$ cat config.mk
export PLATFORM = sky130hd
export DESIGN_NAME = eeprom_page_writer
export DESIGN_NICKNAME = d
export VERILOG_FILES = /design/src/rtl/eepg_pkg.sv /design/src/rtl/eepg_phase_timer.sv /design/src/rtl/eepg_page_tracker.sv /design/src/rtl/eepg_poll_judge.sv /design/src/rtl/eeprom_page_writer.sv
export SDC_FILE = /design/constraint.sdc
export NUM_CORES = 1
export LEC_CHECK = 0
export BUFFER_PORTS_ARGS = -buffer_cell sky130_fd_sc_hd__buf_2
export CAP_MARGIN = 20
export CELL_PAD_IN_SITES_DETAIL_PLACEMENT = 1
export CELL_PAD_IN_SITES_GLOBAL_PLACEMENT = 1
export CORE_MARGIN = 4
export CORE_UTILIZATION = 45
export CTS_CLUSTER_SIZE = 24
export DETAILED_ROUTE_END_ITERATION = 10
export GPL_ROUTABILITY_DRIVEN = 0
export PLACE_DENSITY = 0.93
export SLEW_MARGIN = 5
export SYNTH_ARGS = -nofsm -noshare
export SYNTH_HDL_FRONTEND = slang
export SYNTH_SLANG_ARGS = --single-unit
$ cat constraint.sdc
create_clock -name clk -period 6.05 [get_ports clk]
set_input_delay 0.605 -clock clk [delete_from_list [all_inputs] [get_ports clk]]
set_output_delay 0.605 -clock clk [all_outputs]
set_load 0.005 [all_outputs]
$ cat src/rtl/eepg_pkg.sv
package eepg_pkg;

  typedef enum logic [2:0] {
    ST_IDLE,
    ST_LOAD,
    ST_WSU,
    ST_WPW,
    ST_WHD,
    ST_RACC,
    ST_RGAP
  } eepg_state_e;

  localparam logic POLL_DATA   = 1'b0;
  localparam logic POLL_TOGGLE = 1'b1;

  // page index of a byte address
  function automatic logic [31:0] page_of(input logic [31:0] a, input int unsigned pb);
    return a / pb;
  endfunction

  // true when the address is the final byte of its page
  function automatic logic last_in_page(input logic [31:0] a, input int unsigned pb);
    return (a % pb) == (pb - 1);
  endfunction

  function automatic int unsigned max4(input int unsigned a, input int unsigned b,
                                       input int unsigned c, input int unsigned d);
    int unsigned m;
    m = a;
    if (b > m) m = b;
    if (c > m) m = c;
    if (d > m) m = d;
    return m;
  endfunction

endpackage

$ cat src/rtl/eepg_phase_timer.sv
module eepg_phase_timer #(
  parameter int W = 4
) (
  input  logic         clk,
  input  logic         rst_n,
  input  logic         load,
  input  logic [W-1:0] load_val,
  output logic         expired
);
  logic [W-1:0] cnt;

  always_ff @(posedge clk or negedge rst_n) begin
    if (!rst_n)          cnt <= '0;
    else if (load)       cnt <= load_val;
    else if (cnt != '0)  cnt <= cnt - 1'b1;
  end

  assign expired = (cnt == '0);
endmodule

$ cat src/rtl/eepg_page_tracker.sv
module eepg_page_tracker #(
  parameter int ADDR_W = 15,
  parameter int CNT_W  = 16
) (
  input  logic              clk,
  input  logic              rst_n,
  input  logic              init,
  input  logic [ADDR_W-1:0] base,
  input  logic [CNT_W-1:0]  count,
  input  logic              advance,
  output logic [ADDR_W-1:0] cur_addr,
  output logic [CNT_W-1:0]  remaining
);
  always_ff @(posedge clk or negedge rst_n) begin
    if (!rst_n) begin
      cur_addr  <= '0;
      remaining <= '0;
    end else if (init) begin
      cur_addr  <= base;
      remaining <= count;
    end else if (advance) begin
      cur_addr  <= cur_addr + 1'b1;
      remaining <= remaining - 1'b1;
    end
  end
endmodule

$ cat src/rtl/eepg_poll_judge.sv
module eepg_poll_judge
  import eepg_pkg::*;
(
  input  logic       clk,
  input  logic       rst_n,
  input  logic       clear,
  input  logic       sample,
  input  logic       mode,
  input  logic [7:0] dq,
  input  logic       ref_b7,
  output logic       settled
);
  logic have_prev;
  logic prev_b6;

  always_ff @(posedge clk or negedge rst_n) begin
    if (!rst_n) begin
      have_prev <= 1'b0;
      prev_b6   <= 1'b0;
    end else if (clear) begin
      have_prev <= 1'b0;
    end else if (sample) begin
      have_prev <= 1'b1;
      prev_b6   <= dq[6];
    end
  end

  assign settled = sample && ((mode == POLL_TOGGLE) ? (have_prev && (dq[6] == prev_b6))
                                                    : (dq[7] == ref_b7));
endmodule

$ cat src/rtl/eeprom_page_writer.sv
module eeprom_page_writer
  import eepg_pkg::*;
#(
  parameter int ADDR_W      = 15,
  parameter int CNT_W       = 16,
  parameter int PAGE_BYTES  = 128,
  parameter int T_SETUP     = 2,
  parameter int T_PULSE     = 4,
  parameter int T_HOLD      = 2,
  parameter int T_READ      = 3,
  parameter int STALL_LIMIT = 12000,
  parameter int POLL_LIMIT  = 2500000
) (
  input  logic              clk,
  input  logic              rst_n,
  input  logic              start_i,
  input  logic [ADDR_W-1:0] base_addr_i,
  input  logic [CNT_W-1:0]  byte_cnt_i,
  input  logic              poll_mode_i,
  input  logic [7:0]        wdata_i,
  input  logic              wvalid_i,
  output logic              wready_o,
  output logic              busy_o,
  output logic              done_o,
  output logic              timeout_o,
  output logic [ADDR_W-1:0] mem_addr_o,
  output logic [7:0]        mem_dq_o,
  output logic              mem_dq_oe_o,
  input  logic [7:0]        mem_dq_i,
  output logic              mem_ce_n_o,
  output logic              mem_we_n_o,
  output logic              mem_oe_n_o
);
  localparam int PH_MAX  = max4(T_SETUP, T_PULSE, T_HOLD, T_READ);
  localparam int PH_W    = $clog2(PH_MAX + 1);
  localparam int STALL_W = $clog2(STALL_LIMIT + 1);
  localparam int POLL_W  = $clog2(POLL_LIMIT + 1);

  eepg_state_e state_q, state_d;

  logic [ADDR_W-1:0] cur_addr, last_addr_q;
  logic [CNT_W-1:0]  remaining;
  logic [7:0]        wdata_q;
  logic              last_b7_q, mode_q, page_loaded;
  logic              done_q, err_q;
  logic [STALL_W-1:0] stall_cnt;
  logic [POLL_W-1:0]  poll_cnt;

  // named internal events
  logic cmd_take, cmd_empty, hs_fire, hold_end, page_close, stall_close;
  logic poll_enter, poll_sample, poll_settled, poll_giveup, ph_expired, ph_load;
  logic [PH_W-1:0] ph_val;

  function automatic logic [PH_W-1:0] phase_len_m1(input eepg_state_e s);
    case (s)
      ST_WSU:  return PH_W'(T_SETUP - 1);
      ST_WPW:  return PH_W'(T_PULSE - 1);
      ST_WHD:  return PH_W'(T_HOLD - 1);
      ST_RACC: return PH_W'(T_READ - 1);
      default: return '0;
    endcase
  endfunction

  assign cmd_take    = (state_q == ST_IDLE) && start_i;
  assign cmd_empty   = cmd_take && (byte_cnt_i == '0);
  assign hs_fire     = (state_q == ST_LOAD) && wvalid_i;
  assign stall_close = (state_q == ST_LOAD) && !wvalid_i && page_loaded &&
                       (stall_cnt >= STALL_W'(STALL_LIMIT - 1));
  assign hold_end    = (state_q == ST_WHD) && ph_expired;
  assign page_close  = (remaining == CNT_W'(1)) ||
                       last_in_page(32'(cur_addr), PAGE_BYTES);
  assign poll_enter  = stall_close || (hold_end && page_close);
  assign poll_sample = (state_q == ST_RACC) && ph_expired;
  assign poll_giveup = poll_sample && !poll_settled &&
                       (poll_cnt >= POLL_W'(POLL_LIMIT - 1));

  eepg_page_tracker #(.ADDR_W(ADDR_W), .CNT_W(CNT_W)) u_track (
    .clk(clk), .rst_n(rst_n), .init(cmd_take), .base(base_addr_i),
    .count(byte_cnt_i), .advance(hold_end), .cur_addr(cur_addr), .remaining(remaining)
  );

  eepg_phase_timer #(.W(PH_W)) u_phase (
    .clk(clk), .rst_n(rst_n), .load(ph_load), .load_val(ph_val), .expired(ph_expired)
  );

  eepg_poll_judge u_judge (
    .clk(clk), .rst_n(rst_n), .clear(poll_enter), .sample(poll_sample), .mode(mode_q),
    .dq(mem_dq_i), .ref_b7(last_b7_q), .settled(poll_settled)
  );

  always_comb begin
    state_d = state_q;
    unique case (state_q)
      ST_IDLE: if (cmd_take && !cmd_empty) state_d = ST_LOAD;
      ST_LOAD: begin
        if (hs_fire)          state_d = ST_WSU;
        else if (stall_close) state_d = ST_RACC;
      end
      ST_WSU:  if (ph_expired) state_d = ST_WPW;
      ST_WPW:  if (ph_expired) state_d = ST_WHD;
      ST_WHD:  if (ph_expired) state_d = page_close ? ST_RACC : ST_LOAD;
      ST_RACC: begin
        if (ph_expired) begin
          if (poll_settled)     state_d = (remaining == '0) ? ST_IDLE : ST_LOAD;
          else if (poll_giveup) state_d = ST_IDLE;
          else                  state_d = ST_RGAP;
        end
      end
      ST_RGAP: state_d = ST_RACC;
      default: state_d = ST_IDLE;
    endcase
  end

  assign ph_load = (state_d != state_q) &&
                   (state_d inside {ST_WSU, ST_WPW, ST_WHD, ST_RACC});
  assign ph_val  = phase_len_m1(state_d);

  always_ff @(posedge clk or negedge rst_n) begin
    if (!rst_n) begin
      state_q     <= ST_IDLE;
      wdata_q     <= '0;
      last_addr_q <= '0;
      last_b7_q   <= 1'b0;
      mode_q      <= POLL_DATA;
      page_loaded <= 1'b0;
      stall_cnt   <= '0;
      poll_cnt    <= '0;
      done_q      <= 1'b0;
      err_q       <= 1'b0;
    end else begin
      state_q <= state_d;
      done_q  <= cmd_empty || (poll_sample && poll_settled && (remaining == '0));
      err_q   <= poll_giveup;
      if (cmd_take) mode_q <= poll_mode_i;
      if (hs_fire)  wdata_q <= wdata_i;
      if (hold_end) begin
        last_addr_q <= cur_addr;
        last_b7_q   <= wdata_q[7];
      end
      if (cmd_take || (poll_sample && poll_settled) || poll_giveup) page_loaded <= 1'b0;
      else if (hold_end)                                            page_loaded <= 1'b1;
      if (state_q != ST_LOAD || hs_fire)            stall_cnt <= '0;
      else if (stall_cnt != STALL_W'(STALL_LIMIT))  stall_cnt <= stall_cnt + 1'b1;
      if (poll_enter)                                             poll_cnt <= '0;
      else if ((state_q == ST_RACC || state_q == ST_RGAP) &&
               (poll_cnt != POLL_W'(POLL_LIMIT)))                 poll_cnt <= poll_cnt + 1'b1;
    end
  end

  assign wready_o    = (state_q == ST_LOAD);
  assign busy_o      = (state_q != ST_IDLE);
  assign done_o      = done_q;
  assign timeout_o   = err_q;
  assign mem_ce_n_o  = !(state_q inside {ST_WSU, ST_WPW, ST_WHD, ST_RACC});
  assign mem_we_n_o  = (state_q != ST_WPW);
  assign mem_oe_n_o  = (state_q != ST_RACC);
  assign mem_dq_oe_o = (state_q inside {ST_WSU, ST_WPW, ST_WHD});
  assign mem_dq_o    = wdata_q;
  assign mem_addr_o  = (state_q == ST_RACC) ? last_addr_q : cur_addr;


  idle_bus_quiet_chk: assert property (@(posedge clk) disable iff (!rst_n)
    !busy_o |-> (mem_ce_n_o && mem_we_n_o && mem_oe_n_o && !mem_dq_oe_o));


  we_window_stable_chk: assert property (@(posedge clk) disable iff (!rst_n)
    (!mem_we_n_o && $past(!mem_we_n_o)) |-> ($stable(mem_addr_o) && $stable(mem_dq_o)));


  we_fall_setup_chk: assert property (@(posedge clk) disable iff (!rst_n)
    $fell(mem_we_n_o) |-> (!$past(mem_ce_n_o) && $past(mem_dq_oe_o)));


  page_shared_chk: assert property (@(posedge clk) disable iff (!rst_n)
    (hold_end && page_loaded) |->
      (page_of(32'(cur_addr), PAGE_BYTES) == page_of(32'(last_addr_q), PAGE_BYTES)));


  stall_to_poll_chk: assert property (@(posedge clk) disable iff (!rst_n)
    stall_close |=> (!mem_oe_n_o && !wready_o));


  read_bus_free_chk: assert property (@(posedge clk) disable iff (!rst_n)
    !mem_oe_n_o |-> (!mem_dq_oe_o && mem_we_n_o && !mem_ce_n_o));


  giveup_flag_chk: assert property (@(posedge clk) disable iff (!rst_n)
    poll_giveup |=> (timeout_o && !done_o && !busy_o));


  ready_in_xfer_chk: assert property (@(posedge clk) disable iff (!rst_n)
    wready_o |-> (busy_o && mem_we_n_o && mem_oe_n_o));
endmodule

---- After elaboration in Yosys (flattened, before gate mapping) ----
Cells that the tools add are included.
word-level totals
  flip-flop bits (word level) ............. 103
  input port bits ......................... 52
  output and inout bits ................... 31
  logic and storage cells ................. 118
cells by class
  add/sub/neg operators ................... 5
  order comparisons ....................... 2
  eq/ne operators ......................... 20
  mux-type cells .......................... 29
  bitwise logic cells ..................... 1
  reduce and logical (&&, ||, !) cells .... 46
operator list
  cell                                                                  number
  15-bit two-way mux                                                    3
  22-bit two-way mux                                                    2
  3-bit two-way mux                                                     12
  16-bit logical NOT                                                    2
  16-bit two-way mux                                                    2
  14-bit two-way mux                                                    2
  22-bit by 1-bit adder with 22-bit output, second input constant       1
  22-bit >= comparator, second input constant                           1
  22-bit inequality test, second input constant                         1
  3-bit case mux with 7 select lines                                    1
  1-bit logical AND                                                     18
  16-bit by 1-bit == test with 1-bit output, second input constant      1
  16-bit by 1-bit subtractor with 16-bit output, second input constant  1
  15-bit by 1-bit adder with 15-bit output, second input constant       1
  3-bit == test, second input constant                                  5
  14-bit by 1-bit adder with 14-bit output, second input constant       1
  14-bit >= comparator, second input constant                           1
  14-bit inequality test, second input constant                         1
  3-bit by 2-bit == test with 1-bit output, second input constant       4
  2-bit nonzero test                                                    6
  3-bit nonzero test                                                    3
  4-bit nonzero test                                                    2
  7-bit == test, second input constant                                  1
  1-bit logical OR                                                      7
  other kinds (14)                                                      24

---- Logic depth before layout (Yosys ltp) ----
Gate-level depths: netlist of the first run.
  depth in word-level cells ............... 15
  mapped depth ............................ 11
  mapped depth without buffers ............ 9

---- Cells and area by module ----
From an unflattened synthesis of the first run, not the netlist that was laid out.
second synthesis, totals
  cell total of the unflattened synthesis .. 623
  area total of the unflattened synthesis .. 5856.9 sq um
by module, submodules not included
  module              times used  cells an instance  area each (sq um)  seq. area each (sq um)
  eeprom_page_writer  1           404                3778.6             1676.6
  eepg_page_tracker   1           187                1755.4             775.7
  eepg_phase_timer    1           21                 201.4              75.1
  eepg_poll_judge     1           11                 121.4              50.0

---- Worst setup path before layout of the first run ----
Ideal clock, no wire load.
  kind .................................... reg2reg
  start ................................... register u_phase.cnt[0]
  end ..................................... register u_phase.cnt[0]
  setup time .............................. 0.087 ns
  arrival time ............................ 2.189 ns
  required time ........................... 5.963 ns
  path slack .............................. 3.774 ns
  stages on the path, launching flop included .. 10
  path buffers ............................ 1
  period minus slack after synthesis ...... 2.276 ns
  cells stage by stage .................... dfrtp_1 > inv_1 > ha_1 > ha_1 > clkbuf_1 > maj3_1 > o22ai_1 > o221ai_4 > or2_0 > a211oi_2
between the ends
  elaborated cells on any way between the ends .. 27
  classes of those cells .................. add/sub: 1; eq/ne: 5; mux: 10; reduce/logical: 11
RTL lines
  item                                                                              line                                                 RTL
  start, declared                                                                   eepg_phase_timer.sv:10                               logic [W-1:0] cnt;
  start signal, assigned                                                            eepg_phase_timer.sv:14                               else if (load) cnt <= load_val;
  start signal, assigned                                                            eepg_phase_timer.sv:15                               else if (cnt != '0) cnt <= cnt - 1'b1;
  3-bit logical NOT *                                                               eepg_phase_timer.sv:18                               assign expired = (cnt == '0);
  1-bit logical AND                                                                 eeprom_page_writer.sv:73                             assign poll_sample = (state_q == ST_RACC) && ph_expired;
  1-bit logical AND                                                                 eepg_poll_judge.sv:28                                assign settled = sample && ((mode == POLL_TOGGLE) ? (have_prev && (dq[6] == prev_b6))
  3-bit two-way mux                                                                 eeprom_page_writer.sv:104                            if (poll_settled) state_d = (remaining == '0) ? ST_IDLE : ST_LOAD;
  3-bit two-way mux                                                                 eeprom_page_writer.sv:103                            if (ph_expired) begin
  3-bit case mux with 7 select lines *                                              eeprom_page_writer.sv:93                             unique case (state_q)
  named net state_d[0]                                                              eeprom_page_writer.sv:39                             eepg_state_e state_q, state_d;
  3-bit by 2-bit == test with 1-bit output / 3-bit == test (equally long branches)  eeprom_page_writer.sv:55, eeprom_page_writer.sv:115
  2-bit OR reduction (no line) / 4-bit nonzero test (equally long branches)         --
  2-bit case mux with 3 select lines / 1-bit logical AND (equally long branches)    eeprom_page_writer.sv:55, eeprom_page_writer.sv:114
  3-bit two-way mux / 2-bit nonzero test (equally long branches)                    --
Mark *: on every way through the listed nets, which the timed path passes. The rest lies on a longest branch. The select of a mux whose other input is x is not followed.
A chain may end at the register's enable or synchronous reset.

---- Worst setup path in the final report of the first run ----
  start ................................... register state_q[0]
  end ..................................... output mem_addr_o[0]
between the ends
  word-level cells in the longest chain between the ends .. 2
ends and longest elaborated chain
  item                    line                       RTL
  start, declared         eeprom_page_writer.sv:39
  start signal, assigned  eeprom_page_writer.sv:131  state_q <= state_d;
  3-bit == test           eeprom_page_writer.sv:159  assign mem_addr_o = (state_q == ST_RACC) ? last_addr_q : cur_addr;
  15-bit two-way mux      eeprom_page_writer.sv:159
  end, declared           eeprom_page_writer.sv:26   output logic [ADDR_W-1:0] mem_addr_o,
Every way passes these cells.

==> metrics.md, run 1 <==
| Metric | Value |
|---|---|
| Pwr dens | 435 nW/um^2 |
| Crit-path max FO | 25 |
| Pre-Repair DR Iteration Count | 4 |
| Top-area cell type share of the netlist area | 0.453 |
| Achievable Freq | 0.261 GHz |
| Post-cts resize count | 0 |
| DRC errors left | 0 |
| Final Total Pwr | 0.00283 W |
| CTS tree | yes |
| Die footprint | 14500 sq um |
| Routed wire length | 16300 microns |
| Final Max Tran Viols | 0 |
| Initial antenna violation count | 0 |
| Post-synthesis sequential area ratio | 0.453 |
| Placed insts | 869 |
| Via count | 5100 |
| Number of global-route vias before repair | 5444 |
| Clk buf depth | 2 |
| Syn. warnings | 0 |
| Mean Syn Cell Area | 8.70 sq um |
| Worst Path Buf+Inv | 2 |
| Layout Nets | 773 |
| Mapped Nets | 714 |
| Final antenna-violating net count | 0 |
| Critical Path, Cell by Cell | nor2b_1 > and2_1 > inv_1 > nand2_1 > nand2_1 > buf_2 |
| Hold slack | 207 ps |
| Async SR Flop Fraction | 1.00 |
| Yosys top cell by area | dfrtp_1 |
| Setup TNS | 0 ps |
| Vert. Die Dim | 120 microns |
| Final Hold Violating Endpoints | 0 |
| FF-to-FF setup slack | 2670 ps |
| Syn Std Cell Area | 5680 sq um |
| Post-route clock period utilization | 0.632 |
| Biggest cell delay along the critical path | 870 ps |
| Clock Skew | 9.66 ps |
| CP most frequent cell | nand2_1 |
| Placed cell areas | 6180 sq um |
| Inserted Clock Buffers | 9 |
| Initial core utilization | 0.465 |
| Post-route cell area | 6510 sq um |
| Final Setup Violations | 0 |
| Yosys reg bits | 103 |
| CTS clk-pin slew, worst paths | 70 ps |
| Run status | complete, no violations |
| Root buf cell | clkbuf_16 |
| Fraction of layout cells with a size suffix above 1 | 0.166 |
| WP data required | 5440 ps |
| Crit path kind | flip-flop to output pin |
| Die X | 120 microns |
| Syn Inst Count | 653 |
| Post-CTS Setup Repair Bufs | 0 |
| Main flop type after synthesis | dfrtp_1 |
| Number of diodes | 0 |
| Worst-Skew Late Latency | 350 ps |
| CP Capture Type | output pin |
| Max-Slew Margin vs Limit | 0.321 |
| Rows | 40 |
| GR Overflow Total | 0 |
| Port buffer count | 76 |
| Worst Setup Start Kind | flip-flop |
| Hold buffer count at CTS | 0 |
| GRT Total Usage | 0.231 |
| Pin count of the biggest net entering global routing | 68 |
| Htree depth | 3 |
| Leakage | 2.98 nW |
| Drt wl/cell | 18.4 microns |
| DP Wirelength | 11400 microns |
| Maxcap violations | 0 |
| Worst min-delay path class | input port to async pin |
| Initial drt markers | 345 |
| First-pass GRT wire length | 27000 microns |
| IO Pins | 83 |
| Vias per cell | 5.76 |
| Critical path data arrival time | 3220 ps |
| Synth cell types | 64 |
| Min cycle time layout | 3830 ps |
| RSZ-0062 raised after global routing | no |
| Slew @ Worst Pin | 1010 ps |
| Post-synth EDFFs | 0 |
| Area grow syn2layout | 14.5% |
| Clock sink count | 103 |
| Cell family with most CP delay | simple AND/OR/NAND/NOR gates |
| CP max stage cell | and2_1 |
| Non-Filler Instances | 885 |
| Worst VDD drop | 217 uV |
| Core region area | 12200 sq um |
| Area contributors post-synth | dfrtp_1 45%, nand2_1 9.9%, xor2_1 4.6%, nor2_1 3.7%, o21ai_0 2.9% |
-- cells in the mapped netlist, types with 2 or more instances --
cell type and count:
inv_1 20, xor2_1 30, a41o_1 2, a21oi_1 17, and3_1 11, buf_1 2
ha_1 9, nand3_1 30, o22ai_1 4, and2_1 5, mux2_2 10, o21bai_1 2
nand2b_1 7, or3_1 7, buf_2 9, a31oi_1 3, nor2_1 56, clkbuf_1 22
o221ai_1 3, nor4_1 9, nand4_1 14, a221o_1 9, nand2_1 150, nor3_1 13
dfrtp_1 103, or2_2 2, mux2i_1 2, or4_1 3, and4_1 3, xnor2_1 9
nor2b_1 9, o211ai_1 12, o21ai_0 33, o311ai_0 3
-- sequential cells by signal, summed over array words and instances (netlist names) --
signal,cells
last_b7_q,1
u_phase.cnt,3
mode_q,1
poll_cnt,22
stall_cnt,14
page_loaded,1
timeout_o,1
done_o,1
mem_dq_o,8
u_judge.have_prev,1
state_q,3
u_track.remaining,16
u_judge.prev_b6,1
u_track.cur_addr,15
last_addr_q,15
-- report_power, final --
group	switching, W	leakage, nW	total [W]	internal [W]
logic	0.000589	1.49	0.00103	0.000441
clock network	0.000251	0.160	0.000636	0.000385
registers	0.000254	1.33	0.00117	0.000912
total	0.00109	2.98	0.00283	0.00174
-- cell usage in the layout (no fill, tap or decap), drive strengths merged, types with 4 or more instances in the layout --
cell,synthesis,routed
and3,12,12
xnor2,9,9
and2,5,5
nand2,150,150
nand3,30,30
nor2b,9,9
nor3,15,15
clkbuf,22,13
o21ai,34,34
inv,20,20
ha,9,9
o221ai,4,4
o211ai,12,12
a21oi,17,17
dfrtp,103,103
nor2,56,56
xor2,30,30
or3,8,8
nor4,9,9
o22ai,4,4
nand4,14,14
nand2b,7,7
a221o,9,9
mux2,10,10
buf,11,81
-- stage by stage --
stage / setup slack (ps) / util
after floorplan: 3770 / -
after global placement: 2760 / 0.506
after detailed placement: 2670 / 0.506
after CTS: 2180 / 0.533
after global routing: 1980 / 0.533
final: 2220 / 0.533
-- logic make-up after synthesis --
group,after synthesis,synth area share
and+or+nand+nor,329,0.272
AOI/OAI and AO/OA,107,0.132
DFF,103,0.453
buffers and inverters,53,0.0370
xor gates and xnor gates,39,0.0601
muxes,12,0.0233
adders and majority gates,10,0.0216
-- final cells by class --
class | count | area, sq um
Timing Repair Buffer | 81 | 420
Sequential cell | 103 | 2580
Fill cell | 1520 | 5700
Multi-Input combinational cell | 497 | 2900
Clock inverter | 3 | 65.1
Tap cell | 168 | 210
Clock buffer | 13 | 260
Inverter | 20 | 75.1
-- worst paths after layout --
check / to / cells after the start / from
worst max-delay path: mem_addr_o[0] / 6 / state_q[0]$_DFF_PN0_
worst min-delay path: u_track.remaining[6]$_DFFE_PN0P_ / 1 / rst_n
worst max register to register: u_judge.have_prev$_DFFE_PN0P_ / 8 / u_phase.cnt[0]$_DFFE_PN0P_
worst min register to register: last_addr_q[10]$_DFFE_PN0P_ / 2 / last_addr_q[10]$_DFFE_PN0P_
max in group asynchronous: u_phase.cnt[1]$_DFFE_PN0P_ / 2 / rst_n
min in group clk: u_track.cur_addr[11]$_DFFE_PN0P_ / 3 / base_addr_i[11]
-- per-layer routing --
| metal | share of wire | GRT usage | routed length (microns) | vias up |
|---|---|---|---|---|
| li1 | - | - | - | 2388 |
| met4 | 0.017 | 0.0737 | 273 | 0 |
| met1 | 0.40 | 0.273 | 6580 | 2577 |
| met2 | 0.54 | 0.415 | 8800 | 114 |
| met3 | 0.040 | 0.0519 | 649 | 21 |
| met5 | 0 | 0 | 0 | - |
(Power assumes the default switching activity.)
==> run 2, diff against run 1 <==
--- a/config.mk
+++ b/config.mk
@@ -5,16 +5,17 @@
 export SDC_FILE = /design/constraint.sdc
 export NUM_CORES = 1
 export LEC_CHECK = 0
+export ABC_AREA = 1
 export BUFFER_PORTS_ARGS = -buffer_cell sky130_fd_sc_hd__buf_2
 export CAP_MARGIN = 20
 export CELL_PAD_IN_SITES_DETAIL_PLACEMENT = 1
 export CELL_PAD_IN_SITES_GLOBAL_PLACEMENT = 1
 export CORE_MARGIN = 4
-export CORE_UTILIZATION = 45
+export CORE_UTILIZATION = 42
 export CTS_CLUSTER_SIZE = 24
 export DETAILED_ROUTE_END_ITERATION = 10
 export GPL_ROUTABILITY_DRIVEN = 0
-export PLACE_DENSITY = 0.93
+export PLACE_DENSITY = 0.9
 export SLEW_MARGIN = 5
 export SYNTH_ARGS = -nofsm -noshare
 export SYNTH_HDL_FRONTEND = slang
==> constraint.sdc (replaced) <==
create_clock -name clk -period 3.85 [get_ports clk]
set_input_delay 0.385 -clock clk [delete_from_list [all_inputs] [get_ports clk]]
set_output_delay 0.385 -clock clk [all_outputs]
set_load 0.005 [all_outputs]
==> metrics.md, run 2 <==
| Metric | Value |
|---|---|
| Run status | complete, no violations |
| Post-synthesis sequential area ratio | 0.445 |
| Routed wire length | 17100 microns |
| Async SR Flop Fraction | 1.00 |
| Max-Slew Margin vs Limit | 0.534 |
| Pre-Repair DR Iteration Count | 4 |
| Critical path data arrival time | 3200 ps |
| Htree depth | 3 |
| Die X | 125 microns |
| GRT Total Usage | 0.222 |
| RSZ-0062 raised after global routing | no |
| Initial antenna violation count | 1 |
| First-pass GRT wire length | 28800 microns |
| CTS clk-pin slew, worst paths | 80 ps |
| Clock sink count | 103 |
| Achievable Freq | 0.339 GHz |
| Largest register FFs | 22 |
| Area contributors post-synth | dfrtp_1 44%, nand2_1 13%, inv_1 6.2%, nor2_1 5.8%, o21ai_0 5.8% |
| IO Pins | 83 |
| Slew @ Worst Pin | 697 ps |
| Clock Skew | 6.48 ps |
| Worst VDD drop | 295 uV |
| Vias per cell | 5.42 |
| DRC errors left | 0 |
| Layout Nets | 921 |
| Leakage | 3.17 nW |
| Inserted Clock Buffers | 9 |
| Post-CTS Setup Repair Bufs | 0 |
| Commonest non-fill, non-tap cell in the layout | nand2_1 |
| Number of global-route vias before repair | 5874 |
| Post-route cell area | 6680 sq um |
| Worst min-delay path class | input port to async pin |
| Die footprint | 15700 sq um |
| Mapped Nets | 849 |
| Maxcap violations | 0 |
| Min cycle time layout | 2950 ps |
| Crit path kind | flip-flop to flip-flop |
| Top Registers | poll_cnt x22, u_track.remaining x16 |
| Fraction of layout cells with a size suffix above 1 | 0.133 |
| Crit-path max FO | 20 |
| Clk buf depth | 2 |
| Worst-Skew Late Latency | 360 ps |
| Setup TNS | 0 ps |
| CTS tree | yes |
| GR Overflow Total | 0 |
| Core region area | 13400 sq um |
| Fillers | 1757 |
| Area grow syn2layout | 15.3% |
| Final Hold Violating Endpoints | 0 |
| Final antenna-violating net count | 0 |
| Syn Inst Count | 788 |
| DP Wirelength | 12300 microns |
| FF+latch area | 2580 sq um |
| Syn. warnings | 0 |
| Synth cell types | 36 |
| Multi-input gate area | 2740 sq um |
| CP Capture Type | flip-flop |
| Syn Std Cell Area | 5800 sq um |
| Number of diodes | 0 |
| Yosys reg bits | 103 |
| Post-synth EDFFs | 0 |
| Worst Setup Start Kind | flip-flop |
| Rows | 42 |
| Post-route clock period utilization | 0.767 |
| Count leader, synth | nand2_1 |
| Port buffer count | 76 |
| Commonest cells after routing, fill and taps aside | 198 x nand2_1, 103 x dfrtp_1, 95 x inv_1 |
| Top-area cell type share of the netlist area | 0.445 |
| Initial drt markers | 336 |
| Pin count of the biggest net entering global routing | 58 |
| Largest Register | poll_cnt |
| Final Max Tran Viols | 0 |
| Post-cts resize count | 0 |
| Commonest cells in the netlist | 198 x nand2_1, 103 x dfrtp_1, 95 x inv_1, 90 x nor2_1, 67 x o21ai_0 |
| Yosys top cell by area | dfrtp_1 |
| Final Setup Violations | 0 |
| Drt wl/cell | 16.5 microns |
| Root buf cell | clkbuf_16 |
| Hold buffer count at CTS | 0 |
| WP data required | 4100 ps |
| Mean Syn Cell Area | 7.36 sq um |
| Vert. Die Dim | 125 microns |
| Pwr dens | 653 nW/um^2 |
| Initial core utilization | 0.433 |
| Via count | 5641 |
| Placed cell areas | 6380 sq um |
| Main flop type after synthesis | dfrtp_1 |
-- run 2: cell types whose count changed after synthesis, sizes merged, moves of 9 or more --
cell	before	now
o21ai	34	69
and3	12	0
xor2	30	11
mux2	10	0
nor3	15	28
inv	20	101
nand3	30	50
a221o	9	0
nor2b	9	0
a21oi	17	29
nand2	150	202
nor2	56	92
-- run 2: through the flow --
| step | worst slack [ps] | power (W) | std cells | hold WS, ps | utilization |
|---|---|---|---|---|---|
| floorplan | 1870 | 0.00275 | 788 | 89.4 | - |
| global placement | 1060 | 0.00328 | 1025 | 451 | 0.476 |
| detailed placement | 911 | 0.00338 | 1025 | 453 | 0.476 |
| CTS | 922 | 0.00439 | 1041 | 72.0 | 0.499 |
| global route | 666 | 0.00469 | 1041 | 92.2 | 0.499 |
| finish | 897 | 0.00437 | 1041 | 52.2 | 0.499 |
-- run 2: final timing paths --
check                      slack, ps                                 to  depth (start not counted)                       start
max                              900  u_track.remaining[12]$_DFFE_PN0P_                         11  u_phase.cnt[0]$_DFFE_PN0P_
max in group asynchronous       3040         u_phase.cnt[1]$_DFFE_PN0P_                          2                       rst_n
min                               50           stall_cnt[0]$_DFFE_PN0P_                          1                       rst_n
max reg2reg                      900  u_track.remaining[12]$_DFFE_PN0P_                         11  u_phase.cnt[0]$_DFFE_PN0P_
min in group clk                 230            mem_dq_o[6]$_DFFE_PN0P_                          3                  wdata_i[6]
min reg2reg                      470            mem_dq_o[3]$_DFFE_PN0P_                          2     mem_dq_o[3]$_DFFE_PN0P_
-- run 2: logic make-up (layout without fill, tap and decap cells) --
family          after synthesis  in the layout  synth area share
flops                       103            103             0.445
fa+ha+maj                     9              9            0.0194
buf+inv                     125            202            0.0826
simple gates                392            392             0.285
compound gates              141            141             0.141
xor+xnor                     18             18            0.0272
-- run 2: critical path, cell delays in order (launching register included) --
cell and delay (ps):
dfrtp_1 390, inv_1 60, ha_1 160, ha_1 320, inv_1 180, nor2_1 240, buf_4 310, inv_2 60
nand2_1 520, inv_2 290, a21oi_1 200, o21ai_0 90
-- run 2: final cells by class --
class | count | share of cell area
Multi-Input combinational cell | 560 | 0.410
Sequential cell | 103 | 0.386
Timing Repair Buffer | 84 | 0.0681
Inverter | 102 | 0.0573
Clock buffer | 11 | 0.0363
Tap cell | 176 | 0.0329
Clock inverter | 5 | 0.00955
-- run 2: metal layers --
metal | track usage | wire length [microns] | vias to the layer above
met5 | 0 | 12 | -
met4 | 0.0568 | 259 | 2
met3 | 0.0473 | 638 | 22
met2 | 0.385 | 8710 | 88
met1 | 0.283 | 7510 | 2809
li1 | - | - | 2720
-- run 2: power by group --
part | switching [W] | internal, W | total, W
Combinational | 0.00110 | 0.000620 | 0.00172
Clock | 0.000448 | 0.000532 | 0.000980
Sequential | 0.000252 | 0.00141 | 0.00166
Total | 0.00180 | 0.00256 | 0.00437
